==> src/rtl/instr_dec_pkg.sv <==
package instr_dec_pkg;
  localparam int OPC_W  = 6;
  localparam int REG_W  = 5;
  localparam int IMM_W  = 16;
  localparam int ADDR_W = 26;
  localparam logic [REG_W-1:0] NOREG = '1;

  localparam logic [OPC_W-1:0] OP_NOP  = 6'h00, OP_MOV  = 6'h01, OP_MOVS = 6'h02;
  localparam logic [OPC_W-1:0] OP_LDB  = 6'h03, OP_LDBS = 6'h04, OP_LDH  = 6'h05;
  localparam logic [OPC_W-1:0] OP_LDHS = 6'h06, OP_LDW  = 6'h07, OP_STB  = 6'h08;
  localparam logic [OPC_W-1:0] OP_STH  = 6'h09, OP_STW  = 6'h0A, OP_LLI  = 6'h0B;
  localparam logic [OPC_W-1:0] OP_LUI  = 6'h0C, OP_JMP  = 6'h0D, OP_JLE  = 6'h13;
  localparam logic [OPC_W-1:0] OP_CMP  = 6'h14, OP_INC  = 6'h15, OP_DEC  = 6'h16;
  localparam logic [OPC_W-1:0] OP_SHL  = 6'h17, OP_SHR  = 6'h18, OP_ADD  = 6'h19;
  localparam logic [OPC_W-1:0] OP_SUB  = 6'h1A, OP_AND  = 6'h1B, OP_OR   = 6'h1C;
  localparam logic [OPC_W-1:0] OP_NOT  = 6'h1D, OP_XOR  = 6'h1E, OP_NAND = 6'h1F;
  localparam logic [OPC_W-1:0] OP_NOR  = 6'h20, OP_XNOR = 6'h21, OP_INT  = 6'h22;
  localparam logic [OPC_W-1:0] OP_IRT  = 6'h23, OP_HLT  = 6'h24, OP_IADD = 6'h25;
  localparam logic [OPC_W-1:0] OP_ISUB = 6'h26;
  localparam logic [OPC_W-1:0] OP_LAST = OP_ISUB;

  typedef enum logic [1:0] {FMT_R = 2'd0, FMT_I = 2'd1, FMT_J = 2'd2} fmt_e;

  typedef enum logic [3:0] {
    ALU_ADD = 4'd0, ALU_SUB = 4'd1, ALU_AND = 4'd2, ALU_OR = 4'd3,
    ALU_XOR = 4'd4, ALU_NAND = 4'd5, ALU_NOR = 4'd6, ALU_XNOR = 4'd7,
    ALU_NOT = 4'd8, ALU_SHL = 4'd9, ALU_SHR = 4'd10, ALU_INC = 4'd11,
    ALU_DEC = 4'd12, ALU_CMP = 4'd13
  } alu_op_e;

  typedef enum logic [1:0] {SZ_BYTE = 2'd0, SZ_HALF = 2'd1, SZ_WORD = 2'd2} msize_e;

  typedef struct packed {
    fmt_e        fmt;
    logic        known;
    logic        use_rs1;
    logic        use_rs2;
    logic        use_rd;
    logic        shift_ok;
    logic        alu_en;
    alu_op_e     alu_op;
    logic        load_en;
    logic        store_en;
    msize_e      msize;
    logic        msign;
    logic        br_en;
    logic [2:0]  br_cond;
    logic        move_en;
    logic        sys_en;
  } ctl_t;
endpackage

==> src/rtl/opcode_table.sv <==
module opcode_table
  import instr_dec_pkg::*;
(
  input  logic [OPC_W-1:0] opc,
  output ctl_t             ctl
);
  always_comb begin
    ctl = '0;
    ctl.fmt = FMT_R;
    ctl.known = (opc <= OP_LAST);
    case (opc)
      OP_NOP: ;
      OP_MOV, OP_MOVS: begin
        ctl.use_rs1 = 1'b1; ctl.use_rd = 1'b1; ctl.move_en = 1'b1;
      end
      OP_LDB, OP_LDBS, OP_LDH, OP_LDHS, OP_LDW: begin
        ctl.fmt = FMT_I; ctl.use_rs1 = 1'b1; ctl.use_rd = 1'b1; ctl.load_en = 1'b1;
        ctl.msign = (opc == OP_LDBS) || (opc == OP_LDHS);
        ctl.msize = (opc == OP_LDW) ? SZ_WORD :
                    ((opc == OP_LDH) || (opc == OP_LDHS)) ? SZ_HALF : SZ_BYTE;
      end
      OP_STB, OP_STH, OP_STW: begin
        ctl.fmt = FMT_I; ctl.use_rs1 = 1'b1; ctl.use_rd = 1'b1; ctl.store_en = 1'b1;
        ctl.msize = (opc == OP_STW) ? SZ_WORD : (opc == OP_STH) ? SZ_HALF : SZ_BYTE;
      end
      OP_LLI, OP_LUI: begin
        ctl.fmt = FMT_I; ctl.use_rd = 1'b1; ctl.move_en = 1'b1;
      end
      OP_INT: begin
        ctl.fmt = FMT_I; ctl.sys_en = 1'b1;
      end
      OP_IRT, OP_HLT: ctl.sys_en = 1'b1;
      OP_IADD, OP_ISUB: begin
        ctl.fmt = FMT_I; ctl.use_rs1 = 1'b1; ctl.use_rd = 1'b1; ctl.alu_en = 1'b1;
        ctl.alu_op = (opc == OP_IADD) ? ALU_ADD : ALU_SUB;
      end
      OP_CMP: begin
        ctl.use_rs1 = 1'b1; ctl.use_rs2 = 1'b1; ctl.alu_en = 1'b1; ctl.alu_op = ALU_CMP;
      end
      OP_INC, OP_DEC, OP_NOT: begin
        ctl.use_rs1 = 1'b1; ctl.use_rd = 1'b1; ctl.alu_en = 1'b1;
        ctl.alu_op = (opc == OP_INC) ? ALU_INC : (opc == OP_DEC) ? ALU_DEC : ALU_NOT;
      end
      OP_SHL, OP_SHR: begin
        ctl.use_rs1 = 1'b1; ctl.use_rs2 = 1'b1; ctl.use_rd = 1'b1;
        ctl.shift_ok = 1'b1; ctl.alu_en = 1'b1;
        ctl.alu_op = (opc == OP_SHL) ? ALU_SHL : ALU_SHR;
      end
      OP_ADD, OP_SUB, OP_AND, OP_OR, OP_XOR, OP_NAND, OP_NOR, OP_XNOR: begin
        ctl.use_rs1 = 1'b1; ctl.use_rs2 = 1'b1; ctl.use_rd = 1'b1; ctl.alu_en = 1'b1;
        case (opc)
          OP_ADD:  ctl.alu_op = ALU_ADD;
          OP_SUB:  ctl.alu_op = ALU_SUB;
          OP_AND:  ctl.alu_op = ALU_AND;
          OP_OR:   ctl.alu_op = ALU_OR;
          OP_XOR:  ctl.alu_op = ALU_XOR;
          OP_NAND: ctl.alu_op = ALU_NAND;
          OP_NOR:  ctl.alu_op = ALU_NOR;
          default: ctl.alu_op = ALU_XNOR;
        endcase
      end
      default: begin
        if (opc >= OP_JMP && opc <= OP_JLE) begin
          ctl.fmt = FMT_I; ctl.use_rs1 = 1'b1; ctl.br_en = 1'b1;
          ctl.br_cond = 3'(opc - OP_JMP);
        end
      end
    endcase
  end
endmodule

==> src/rtl/field_split.sv <==
module field_split
  import instr_dec_pkg::*;
#(
  parameter int XLEN = 32
) (
  input  logic [XLEN-1:0]  instr,
  input  logic [XLEN-1:0]  pc,
  input  fmt_e             fmt,
  output logic [OPC_W-1:0] opc,
  output logic [REG_W-1:0] rs1,
  output logic [REG_W-1:0] rs2,
  output logic [REG_W-1:0] rd,
  output logic [REG_W-1:0] shamt,
  output logic [XLEN-1:0]  imm_s,
  output logic [XLEN-1:0]  imm_z,
  output logic [XLEN-1:0]  jtgt
);
  localparam int OPC_LSB = XLEN - OPC_W;
  localparam int RS1_LSB = OPC_LSB - REG_W;
  localparam int RS2_LSB = RS1_LSB - REG_W;
  localparam int RD_LSB  = RS2_LSB - REG_W;
  localparam int SH_LSB  = RD_LSB - REG_W;
  localparam int EXT_W   = XLEN - IMM_W;
  localparam int TOP_W   = XLEN - ADDR_W - 2;

  logic [IMM_W-1:0] imm_raw;
  logic             is_r;

  assign is_r    = (fmt == FMT_R);
  assign imm_raw = instr[IMM_W-1:0];
  assign opc     = instr[XLEN-1 -: OPC_W];
  assign rs1     = instr[RS1_LSB +: REG_W];
  assign rs2     = is_r ? instr[RS2_LSB +: REG_W] : NOREG;
  assign rd      = is_r ? instr[RD_LSB +: REG_W] : instr[RS2_LSB +: REG_W];
  assign shamt   = is_r ? instr[SH_LSB +: REG_W] : '0;
  assign imm_s   = {{EXT_W{imm_raw[IMM_W-1]}}, imm_raw};
  assign imm_z   = {{EXT_W{1'b0}}, imm_raw};
  assign jtgt    = {pc[XLEN-1 -: TOP_W], instr[ADDR_W-1:0], 2'b00};
endmodule

==> src/rtl/legality_check.sv <==
module legality_check
  import instr_dec_pkg::*;
(
  input  ctl_t             ctl,
  input  logic [REG_W-1:0] rs1,
  input  logic [REG_W-1:0] rs2,
  input  logic [REG_W-1:0] rd,
  input  logic [REG_W-1:0] shamt,
  output logic             illegal
);
  logic bad_shift, bad_regs;

  assign bad_shift = (ctl.fmt == FMT_R) && !ctl.shift_ok && (shamt != '0);
  assign bad_regs  = (!ctl.use_rs1 && rs1 != NOREG) ||
                     (!ctl.use_rs2 && rs2 != NOREG) ||
                     (!ctl.use_rd  && rd  != NOREG);
  assign illegal   = !ctl.known || bad_shift || bad_regs;
endmodule

==> src/rtl/instr_decoder.sv <==
module instr_decoder
  import instr_dec_pkg::*;
#(
  parameter int XLEN = 32
) (
  input  logic             in_valid,
  output logic             in_ready,
  input  logic [XLEN-1:0]  instr,
  input  logic [XLEN-1:0]  pc,
  output logic             out_valid,
  input  logic             out_ready,
  output logic [1:0]       fmt,
  output logic [OPC_W-1:0] opcode,
  output logic [REG_W-1:0] rs1,
  output logic [REG_W-1:0] rs2,
  output logic [REG_W-1:0] rd,
  output logic [REG_W-1:0] shamt,
  output logic [XLEN-1:0]  imm_sext,
  output logic [XLEN-1:0]  imm_zext,
  output logic [XLEN-1:0]  jump_target,
  output logic             alu_en,
  output logic [3:0]       alu_op,
  output logic             load_en,
  output logic             store_en,
  output logic [1:0]       mem_size,
  output logic             mem_signed,
  output logic             branch_en,
  output logic [2:0]       branch_cond,
  output logic             move_en,
  output logic             sys_en,
  output logic             illegal
);
  ctl_t ctl;
  logic ok;

  assign out_valid = in_valid;
  assign in_ready  = out_ready;

  opcode_table u_table (.opc(instr[XLEN-1 -: OPC_W]), .ctl(ctl));

  field_split #(.XLEN(XLEN)) u_fields (
    .instr(instr), .pc(pc), .fmt(ctl.fmt), .opc(opcode),
    .rs1(rs1), .rs2(rs2), .rd(rd), .shamt(shamt),
    .imm_s(imm_sext), .imm_z(imm_zext), .jtgt(jump_target)
  );

  legality_check u_legal (
    .ctl(ctl), .rs1(rs1), .rs2(rs2), .rd(rd), .shamt(shamt), .illegal(illegal)
  );

  assign ok          = !illegal;
  assign fmt         = ctl.fmt;
  assign alu_en      = ok & ctl.alu_en;
  assign alu_op      = ok ? ctl.alu_op : '0;
  assign load_en     = ok & ctl.load_en;
  assign store_en    = ok & ctl.store_en;
  assign mem_size    = ok ? ctl.msize : '0;
  assign mem_signed  = ok & ctl.msign;
  assign branch_en   = ok & ctl.br_en;
  assign branch_cond = ok ? ctl.br_cond : '0;
  assign move_en     = ok & ctl.move_en;
  assign sys_en      = ok & ctl.sys_en;

  always_comb begin

    undefined_opcode_chk: assert (!(opcode > OP_LAST) || illegal)
      else $display("assertion: undefined opcode not rejected");

    stray_shift_chk: assert (!(fmt == FMT_R && shamt != '0 && opcode != OP_SHL &&
                               opcode != OP_SHR) || illegal)
      else $display("assertion: stray shift amount not rejected");

    one_class_chk: assert ($onehot0({alu_en, load_en, store_en, branch_en, move_en, sys_en}))
      else $display("assertion: more than one class strobe");

    unused_rd_chk: assert (illegal || ctl.use_rd || rd == NOREG)
      else $display("assertion: unused destination field accepted");
  end
endmodule

==> config.mk <==
export PLATFORM = sky130hd
export DESIGN_NAME = instr_decoder
export DESIGN_NICKNAME = d
export VERILOG_FILES = /design/src/rtl/instr_dec_pkg.sv /design/src/rtl/opcode_table.sv /design/src/rtl/field_split.sv /design/src/rtl/legality_check.sv /design/src/rtl/instr_decoder.sv
export SDC_FILE = /design/constraint.sdc
export NUM_CORES = 1
export LEC_CHECK = 0
export BUFFER_PORTS_ARGS = -buffer_cell sky130_fd_sc_hd__clkbuf_2
export CAP_MARGIN = 20
export CORE_MARGIN = 5
export CORE_UTILIZATION = 41
export DETAILED_ROUTE_END_ITERATION = 8
export PLACE_DENSITY = 0.91
export REMOVE_ABC_BUFFERS = 1
export SLEW_MARGIN = 10
export SYNTH_ARGS = -nofsm -noshare
export SYNTH_HDL_FRONTEND = slang
export SYNTH_SLANG_ARGS = --single-unit
==> constraint.sdc <==
create_clock -name vclk -period 4.2
set_clock_uncertainty 0.1 [all_clocks]
set_input_delay 0.21 -clock vclk [all_inputs]
set_output_delay 0.21 -clock vclk [all_outputs]
set_load 0.1 [all_outputs]
* After elaboration in Yosys (flattened, before gate mapping)
Index checks and enable logic that the tools add are counted.
** Word-level totals
- Flip-flop bits (word level) :: 0
- Input port bits :: 66
- Output and inout port bits :: 143
- Word-level logic and storage cells :: 112
** Cells by class
- $add $sub $neg :: 1
- $lt $le $gt $ge :: 3
- Eq/ne operators :: 34
- Mux-type cells :: 31
- Bitwise logic cells :: 7
- Reductions and logical operators :: 36
** Operator list (number)
- 6-bit by 5-bit equality test with 1-bit output, second input constant :: 12
- 6-bit equality test, second input constant :: 7
- 32-bit OR reduction :: 1
- 6-bit by 4-bit equality test with 1-bit output, second input constant :: 5
- 27-bit OR reduction :: 1
- 26-bit OR reduction :: 1
- 5-bit case mux with 5 select lines :: 1
- 6-bit by 3-bit equality test with 1-bit output, second input constant :: 4
- 3-bit case mux with 7 select lines :: 1
- 19-bit OR reduction :: 1
- 4-bit 2-to-1 mux :: 4
- 5-bit 2-to-1 mux :: 3
- 5-bit inequality test, second input constant :: 3
- 1-bit 2-to-1 mux :: 13
- 13-bit OR reduction :: 1
- 6-bit by 2-bit equality test with 1-bit output, second input constant :: 2
- 11-bit OR reduction :: 1
- 3-bit OR reduction :: 3
- 2-bit 2-to-1 mux :: 4
- 2-bit case mux with 2 select lines :: 2
- 8-bit OR reduction :: 1
- 1-bit AND :: 7
- 6-bit by 1-bit equality test with 1-bit output, second input constant :: 1
- 6-bit by 4-bit >= comparator with 1-bit output, second input constant :: 1
- other kinds (15) :: 32

* Depth between registers and ports, before layout
Gate-level depths: netlist of the first run.
- Depth in word-level cells :: 13
- Mapped depth :: 9

* By module
A second synthesis of the first run with hierarchy kept.
** Second synthesis, totals
- Cells, all modules :: 283
- Area, all modules :: 2049.5 µm²
** By module, submodules not included
- field_split :: instances 1, cells an instance 124, area an instance 949.7 µm², sequential area each 0.0 µm²
- opcode_table :: instances 1, cells an instance 129, area an instance 864.6 µm², sequential area each 0.0 µm²
- instr_decoder :: instances 1, cells an instance 19, area an instance 158.9 µm², sequential area each 0.0 µm²
- legality_check :: instances 1, cells an instance 11, area an instance 76.3 µm², sequential area each 0.0 µm²

* Worst setup path before layout of the first run
OpenSTA, ideal clock, no wires.
- Kind :: input-to-output
- From :: input port instr[26]
- To :: output port move_en
- Arrival :: 5.840 ns
- Required time :: 3.890 ns
- Setup slack :: -1.950 ns
- Cell stages on the path :: 8
- Path buffers :: 0
- Cell sequence :: inv_1 -> ha_1 -> nor3_2 -> a2111oi_4 -> nor3b_2 -> inv_2 -> nor3_1 -> nor4b_1
** On the way
- Cells in the longest elaborated chain, start to end :: 13
** RTL lines
- start, declared :: line instr_decoder.sv:8 : input logic [XLEN-1:0] instr,
- 6-bit by 4-bit >= comparator with 1-bit output / 6-bit by 5-bit less-or-equal comparator with 1-bit output (equally long branches) :: line opcode_table.sv:63 : if (opc >= OP_JMP && opc <= OP_JLE) begin
- 1-bit logical AND :: line opcode_table.sv:63
- 1-bit 2-to-1 mux :: line opcode_table.sv:63
- 2-bit case mux with 2 select lines (*) :: line opcode_table.sv:11 : case (opc)
- named net fmt[0] :: line instr_decoder.sv:12 : output logic [1:0] fmt,
- 2-bit logical NOT (*) :: line field_split.sv:29, legality_check.sv:13
- 5-bit 2-to-1 mux :: line field_split.sv:33 : assign rs2 = is_r ? instr[RS2_LSB +: REG_W] : NOREG;
- 5-bit inequality test :: line legality_check.sv:15 : (!ctl.use_rs2 && rs2 != NOREG) ||
- 1-bit logical AND :: line legality_check.sv:15
- 1-bit logical OR :: line legality_check.sv:14 : assign bad_regs = (!ctl.use_rs1 && rs1 != NOREG) ||
- 1-bit logical OR :: line legality_check.sv:15
- 1-bit logical OR (*) :: line legality_check.sv:17 : assign illegal = !ctl.known || bad_shift || bad_regs;
- 1-bit logical NOT (*) :: line instr_decoder.sv:51 : assign ok = !illegal;
- 1-bit AND (*) :: line instr_decoder.sv:61 : assign move_en = ok & ctl.move_en;
- end, declared :: line instr_decoder.sv:29 : output logic move_en,
The timed path passes the listed nets; every way through them passes the cells marked *.

* Worst setup path after layout of the first run
- From :: input port instr[26]
- To :: output port sys_en
** On the way
- Cells in the longest elaborated chain, start to end :: 13
** RTL lines
- 6-bit by 4-bit >= comparator with 1-bit output / 6-bit by 5-bit less-or-equal comparator with 1-bit output (equally long branches) :: line opcode_table.sv:63
- 1-bit logical AND :: line opcode_table.sv:63
- 1-bit 2-to-1 mux :: line opcode_table.sv:63
- 2-bit case mux with 2 select lines :: line opcode_table.sv:11
- 2-bit logical NOT :: line field_split.sv:29, legality_check.sv:13
- 5-bit 2-to-1 mux :: line field_split.sv:33
- 5-bit inequality test :: line legality_check.sv:15
- 1-bit logical AND :: line legality_check.sv:15
- 1-bit logical OR :: line legality_check.sv:14
- 1-bit logical OR :: line legality_check.sv:15
- 1-bit logical OR :: line legality_check.sv:17
- 1-bit logical NOT :: line instr_decoder.sv:51
- 1-bit AND (*) :: line instr_decoder.sv:62 : assign sys_en = ok & ctl.sys_en;
- end, declared :: line instr_decoder.sv:30 : output logic sys_en,
Every way passes the cells marked *; elsewhere a longest branch is shown, timed or not.

==> run metrics, run 1 <==
Final Max Tran Viols=0; GRT Util Overall=19.6%; ant diodes=0; postcts setup bufs=0; layout cells sized above 1=between 40% and 50%; Hold Buf Count CTS=0; Synth Area in Simple Gates=between 30% and 40%; Compound-Gate Fraction of Synth Area=16.8%; worst hold path class=input pin to primary output; vias per cell=about 5.3; I/O Buffers=126; Tcrit/Tclk final=80.4%; crit path max fanout=16; largest net degree at the start of global routing=34; PD cells=353 nW/µm²; CLK BUF=0; Resized cells post-CTS=0; via count=2006; Peak VDD IR=0.000262 V; xor/xnor share of the synthesized area=0.429%; multiplexer share of the synthesized area=under 10%; first-pass GRT wire length=9900 µm; Period minus WS final=3.38 ns; Final Wtd Congestion=~1; Avg Cell Area, Syn=6.95 µm²; register area=0 µm²; TritonRoute pass-1 iters=4; Unique masters post-synth=63; setup total negative slack=0 ns; RSZ-0062 raised after global routing=no; I/O pins=209; Achievable Freq=0.296 GHz; outcome=finished clean; number of core rows=25; post-layout net count=387; Mapped Area=2040 µm²; crit path capture type=primary output; initial antenna violation count=0; warning count from the yosys run=0; largest family of logic cells by synthesized area=buffers and inverters; Die X-Extent=80.6 µm; path type of the worst setup path=input pin to primary output; die area=6490 µm²; post-synthesis sequential area ratio=0%; max_slew headroom=60.4%; Routed WL per cell=between 15 and 20 µm; Core ar.=4790 µm²; drt total wl=6910 µm; filler cell count=around 520; vias in the first global route=~1800; Critical Path AT=between 3 and 4 ns; P&R area growth vs syn=-6.99%; Adder-Cell Fraction of Synth Area=3.06%; CP Data Required Time=3.89 ns; Die H=80.6 µm; Mapped Cells=just under 300; Hold Vio Cnt, Final=0; Initial Util=42.7%; 1st-iter DRT viols=87; sequential cell count=0; WHS=0.321 ns; Final ANT Viol Nets=0; Slew @ Worst Pin=approximately 0.6 ns; crit path launch type=input pin; Max Cap Viol=0; leakage=0.00101 µW; final setup vio count=0; grt total ovfl=0; # DRC=0; hpwl dp=just under 6000 µm; area occupied by multi-input gates=1150 µm²
[per-stage QoR]
stage          setup slack, ns  instance area [µm²]  total power, µW  instances  utilization [%]
2_1_floorplan            -2.28                 1180              303        187                -
3_3_place_gp             0.964                 1900              665        381             39.7
3_5_place_dp             0.874                 1900              667        381             39.7
4_1_cts                  0.860                 1900              668        381             39.7
5_1_grt                  0.605                 1900              688        381             39.7
6_report                 0.825                 1900              670        381             39.7
[worst max-delay path, stage by stage]
cell,delay (ns)
clkbuf_2,0.11
inv_1,0.11
ha_1,0.51
mux2i_1,0.24
o221a_2,0.32
o21ai_2,0.16
nor3b_2,0.07
buf_4,0.20
inv_2,0.16
o32ai_4,0.15
nor3_1,0.29
clkbuf_2,0.52
[report_power, final]
| group | leakage [µW] | total [µW] | switching [µW] | internal (µW) |
|---|---|---|---|---|
| sequential | 0 | 0 | 0 | 0 |
| combinational | 0.00101 | 670 | 586 | 83.2 |
| clock | 0 | 0 | 0 | 0 |
| total | 0.00101 | 670 | 586 | 83.2 |
[cell type report]
type | instances | share of cell area (%)
multi-input cells | 181 | 60.8
repair buffers | 127 | 33.6
well taps | 67 | 4.41
inverters | 6 | 1.19
[cell usage after synthesis (2+ instances only)]
cell       count  area share (%)
nor4b_1        3             1.3
and3_1         3            0.92
clkbuf_1       6             1.1
nand3_1        6             1.5
buf_4        111              41
nand2_1       29             5.3
nand3b_1       3             1.1
nor3b_1        3             1.1
inv_2          2            0.37
a21oi_1        7             1.7
a211oi_1       2            0.74
inv_1          4            0.74
o21ai_0       11             2.7
ha_1           5             3.1
and2_1         7             2.1
nand2b_1       5             1.5
nor2b_1        5             1.5
nor3_2         2            0.98
or3b_2         2            0.86
or2b_1         5             1.8
or3_1          2            0.61
nand4bb_1      2             1.1
or3b_1         2            0.86
a31oi_1        4             1.2
buf_6          6             3.3
nor2_1        18             3.3
nor3_1         3            0.74
[layer usage]
layer | global-route usage, % | part of all wire (%) | vias up
met5 | 8.18 | 0.85 | -
met4 | 1.18 | 0.52 | 2
met3 | 8.18 | 18 | 6
met2 | 31.3 | 41 | 214
met1 | 25.2 | 39 | 874
li1 | - | - | 910
[cell families after synthesis]
logic type | after synthesis
simple gates | 111
fa+ha+maj | 5
buf+inv | 131
xor+xnor | 1
mux | 2
other cells | 1
compound gates | 43
[layout by cell type (no fill, tap or decap), drive strengths merged, types with 2 or more instances in the layout]
master     n
or2        3
or2b       5
a21oi      8
conb      19
a32oi      2
a211oi     3
nor2      18
nand3      6
nand2     29
a31oi      4
o21ai     12
nor3b      4
and2       8
nor3       5
ha         5
or3b       4
nand2b     5
clkbuf   126
nand4bb    2
nor4b      3
and3       3
or3        2
inv        6
nand3b     4
nor2b      6
[worst paths after layout]
| check | end | start | cells after the start | slack (ns) |
|---|---|---|---|---|
| hold / removal | jump_target[30] | pc[30] | 0 | 0.32 |
| setup / recovery | sys_en | instr[26] | 12 | 0.82 |
Power figures use the tool's default switching activity.
==> run 2: changes to the inputs <==
ABC_AREA = 1   (was unset)
CORE_UTILIZATION = 33   (was 41)
PLACE_DENSITY = 0.8   (was 0.91)
clock period = 2.9 ns   (was 4.2 ns; I/O delays follow)
==> run metrics, run 2 <==
outcome=finished clean; Unique masters post-synth=34 (-46%); leakage=0.00137 µW (+36%); worst hold path class=input pin to primary output; register area=0 µm² (unchanged); grt total ovfl=0 (unchanged); Routed WL per cell=15.5 µm (-15%); post-layout net count=433 (+12%); CP Data Required Time=2.65 ns (-1.24 ns); Die X-Extent=86.9 µm (+7.9%); logic gate share of total power=100.0% (about the same); Final Wtd Congestion=0.902 (-10%); xor/xnor share of the synthesized area=0.448% (+0.020 points); commonest cells in the netlist=111 x buf_4, 37 x nand2_1, 28 x nand3_1; Mapped Cells=311 (+5.8%); Hold Vio Cnt, Final=0 (unchanged); Final Max Tran Viols=0 (unchanged); Seq pwr share=0% (unchanged); Final ANT Viol Nets=0 (unchanged); commonest non-fill, non-tap cell in the layout=clkbuf_2; Synth Area in Simple Gates=38.6% (+6.8 points); WHS=0.191 ns (-0.130 ns); vias per cell=4.68 (-11%); max_slew headroom=62.7% (+2.3 points); largest family of logic cells by synthesized area=buffers and inverters; crit path capture type=primary output; crit path launch type=input pin; crit path max fanout=10 (-6); drt total wl=6730 µm (-2.6%); Max Cap Viol=0 (unchanged); post-synthesis sequential area ratio=0% (unchanged); largest net degree at the start of global routing=21 (-38%); warning count from the yosys run=0 (unchanged); most numerous cell in the Yosys netlist=buf_4; hpwl dp=5980 µm (+3.4%); number of core rows=28 (+12%); Hold Buf Count CTS=0 (unchanged); Tcrit/Tclk final=94.3%; sequential cell count=0 (unchanged); layout cells sized above 1=52.2% (+4.5 points); switching share of power=84.8% (-2.8 points); vias in the first global route=1937 (+8.0%); RSZ-0062 raised after global routing=yes; clock power share=0% (unchanged); TritonRoute pass-1 iters=4 (unchanged); postcts setup bufs=0 (unchanged); Avg Cell Area, Syn=6.28 µm² (-9.6%); Achievable Freq=0.366 GHz; area leader, netlist=buf_4; P&R area growth vs syn=15.7%; I/O Buffers=126 (unchanged); Yosys top cell area share=42.7% (+1.9 points); Critical Path AT=2.49 ns (-0.58 ns); setup total negative slack=0 ns (unchanged); Net Sw Power=840 µW (+43%); Mapped Area=1950 µm² (-4.4%); Slew @ Worst Pin=0.562 ns (-0.0313 ns); Peak VDD IR=0.000343 V (+31%); Final Core Density=38.6% (-1.1 points); ant diodes=0 (unchanged); multiplexer share of the synthesized area=0% (-1.0 points); Adder-Cell Fraction of Synth Area=3.20% (+0.14 points); Period minus WS final=between 2 and 3 ns; P_int=151 µW (+81%); die area=7560 µm² (+16%); GRT Util Overall=16.2% (-3.5 points); Compound-Gate Fraction of Synth Area=7.50% (-9.3 points); I/O pins=209 (unchanged); Initial Util=33.4% (-9.3 points); # DRC=0 (unchanged); path type of the worst setup path=input pin to primary output; PD cells=439 nW/µm² (+24%); Die H=86.9 µm (+7.9%); first-pass GRT wire length=9730 µm (-1.7%); final setup vio count=0 (unchanged); initial antenna violation count=0 (unchanged); Synth area leaders=buf_4 43%, nand3_1 7.2%, nand2_1 7.1%, inv_1 4.6%, nor2_1 4.6%; most frequent cells in the layout=104 x clkbuf_2, 37 x nand2_1, 31 x buf_4; CLK BUF=0 (unchanged); Core ar.=5850 µm² (+22%); via count=2035 (+1.4%); 1st-iter DRT viols=85 (-2.3%)
## run 2: repair_timing
| action | CTS | global route |
|---|---|---|
| resized for setup | 0 | 1 |
| setup endpoints to repair | 0 | 4 |
| hold endpoints to repair | 0 | 0 |
## run 2: cell families after synthesis
group                      count (synthesis)
buffers and inverters                    145
and+or+nand+nor                          139
AOI/OAI and AO/OA                         20
adders and majority gates                  5
xor gates and xnor gates                   1
other                                      1
## run 2: stage by stage
step,worst slack [ns],area (µm²),instances,total power [µW]
floorplan,-1.55,1150,212,434
global placement,0.183,2250,435,988
detailed placement,0.155,2250,435,993
CTS,0.141,2250,435,994
global route,-0.0560,2260,435,1020
finish,0.166,2260,435,992
## run 2: worst paths after layout
| check | startpoint | end | depth (start not counted) |
|---|---|---|---|
| setup / recovery | instr[27] | branch_cond[1] | 14 |
| hold / removal | pc[30] | jump_target[30] | 0 |
## run 2: layout make-up
class	instances	area, µm²
fill	665	3590
tap	75	93.8
inverter	28	105
timing repair buffer	148	1010
multi-input combinational	184	1050
## run 2: worst max-delay path, stage by stage
cell and delay [ns]:
clkbuf_2 0.11, inv_1 0.09, ha_1 0.31, o211ai_1 0.27, nand2_1 0.13, nor2_4 0.13
nand3_4 0.14, buf_4 0.17, o21ai_2 0.12, nand2_1 0.11, o21bai_4 0.18, nand3_2 0.14
nor2_1 0.22, buf_12 0.21
## run 2: power by group through the flow
stage | clock network [µW] | logic, µW | registers (µW)
2_1_floorplan | 0 | 434 | 0
3_3_place_gp | 0 | 988 | 0
3_5_place_dp | 0 | 993 | 0
4_1_cts | 0 | 994 | 0
5_1_grt | 0 | 1020 | 0
6_report | 0 | 992 | 0
## run 2: metal layers
layer	part of all wire [%]	up-vias	track usage (%)
met5	0	-	0.699
met4	1.7	0	1.84
met3	15	9	6.81
met2	48	167	29.3
met1	35	893	18.0
li1	-	966	-
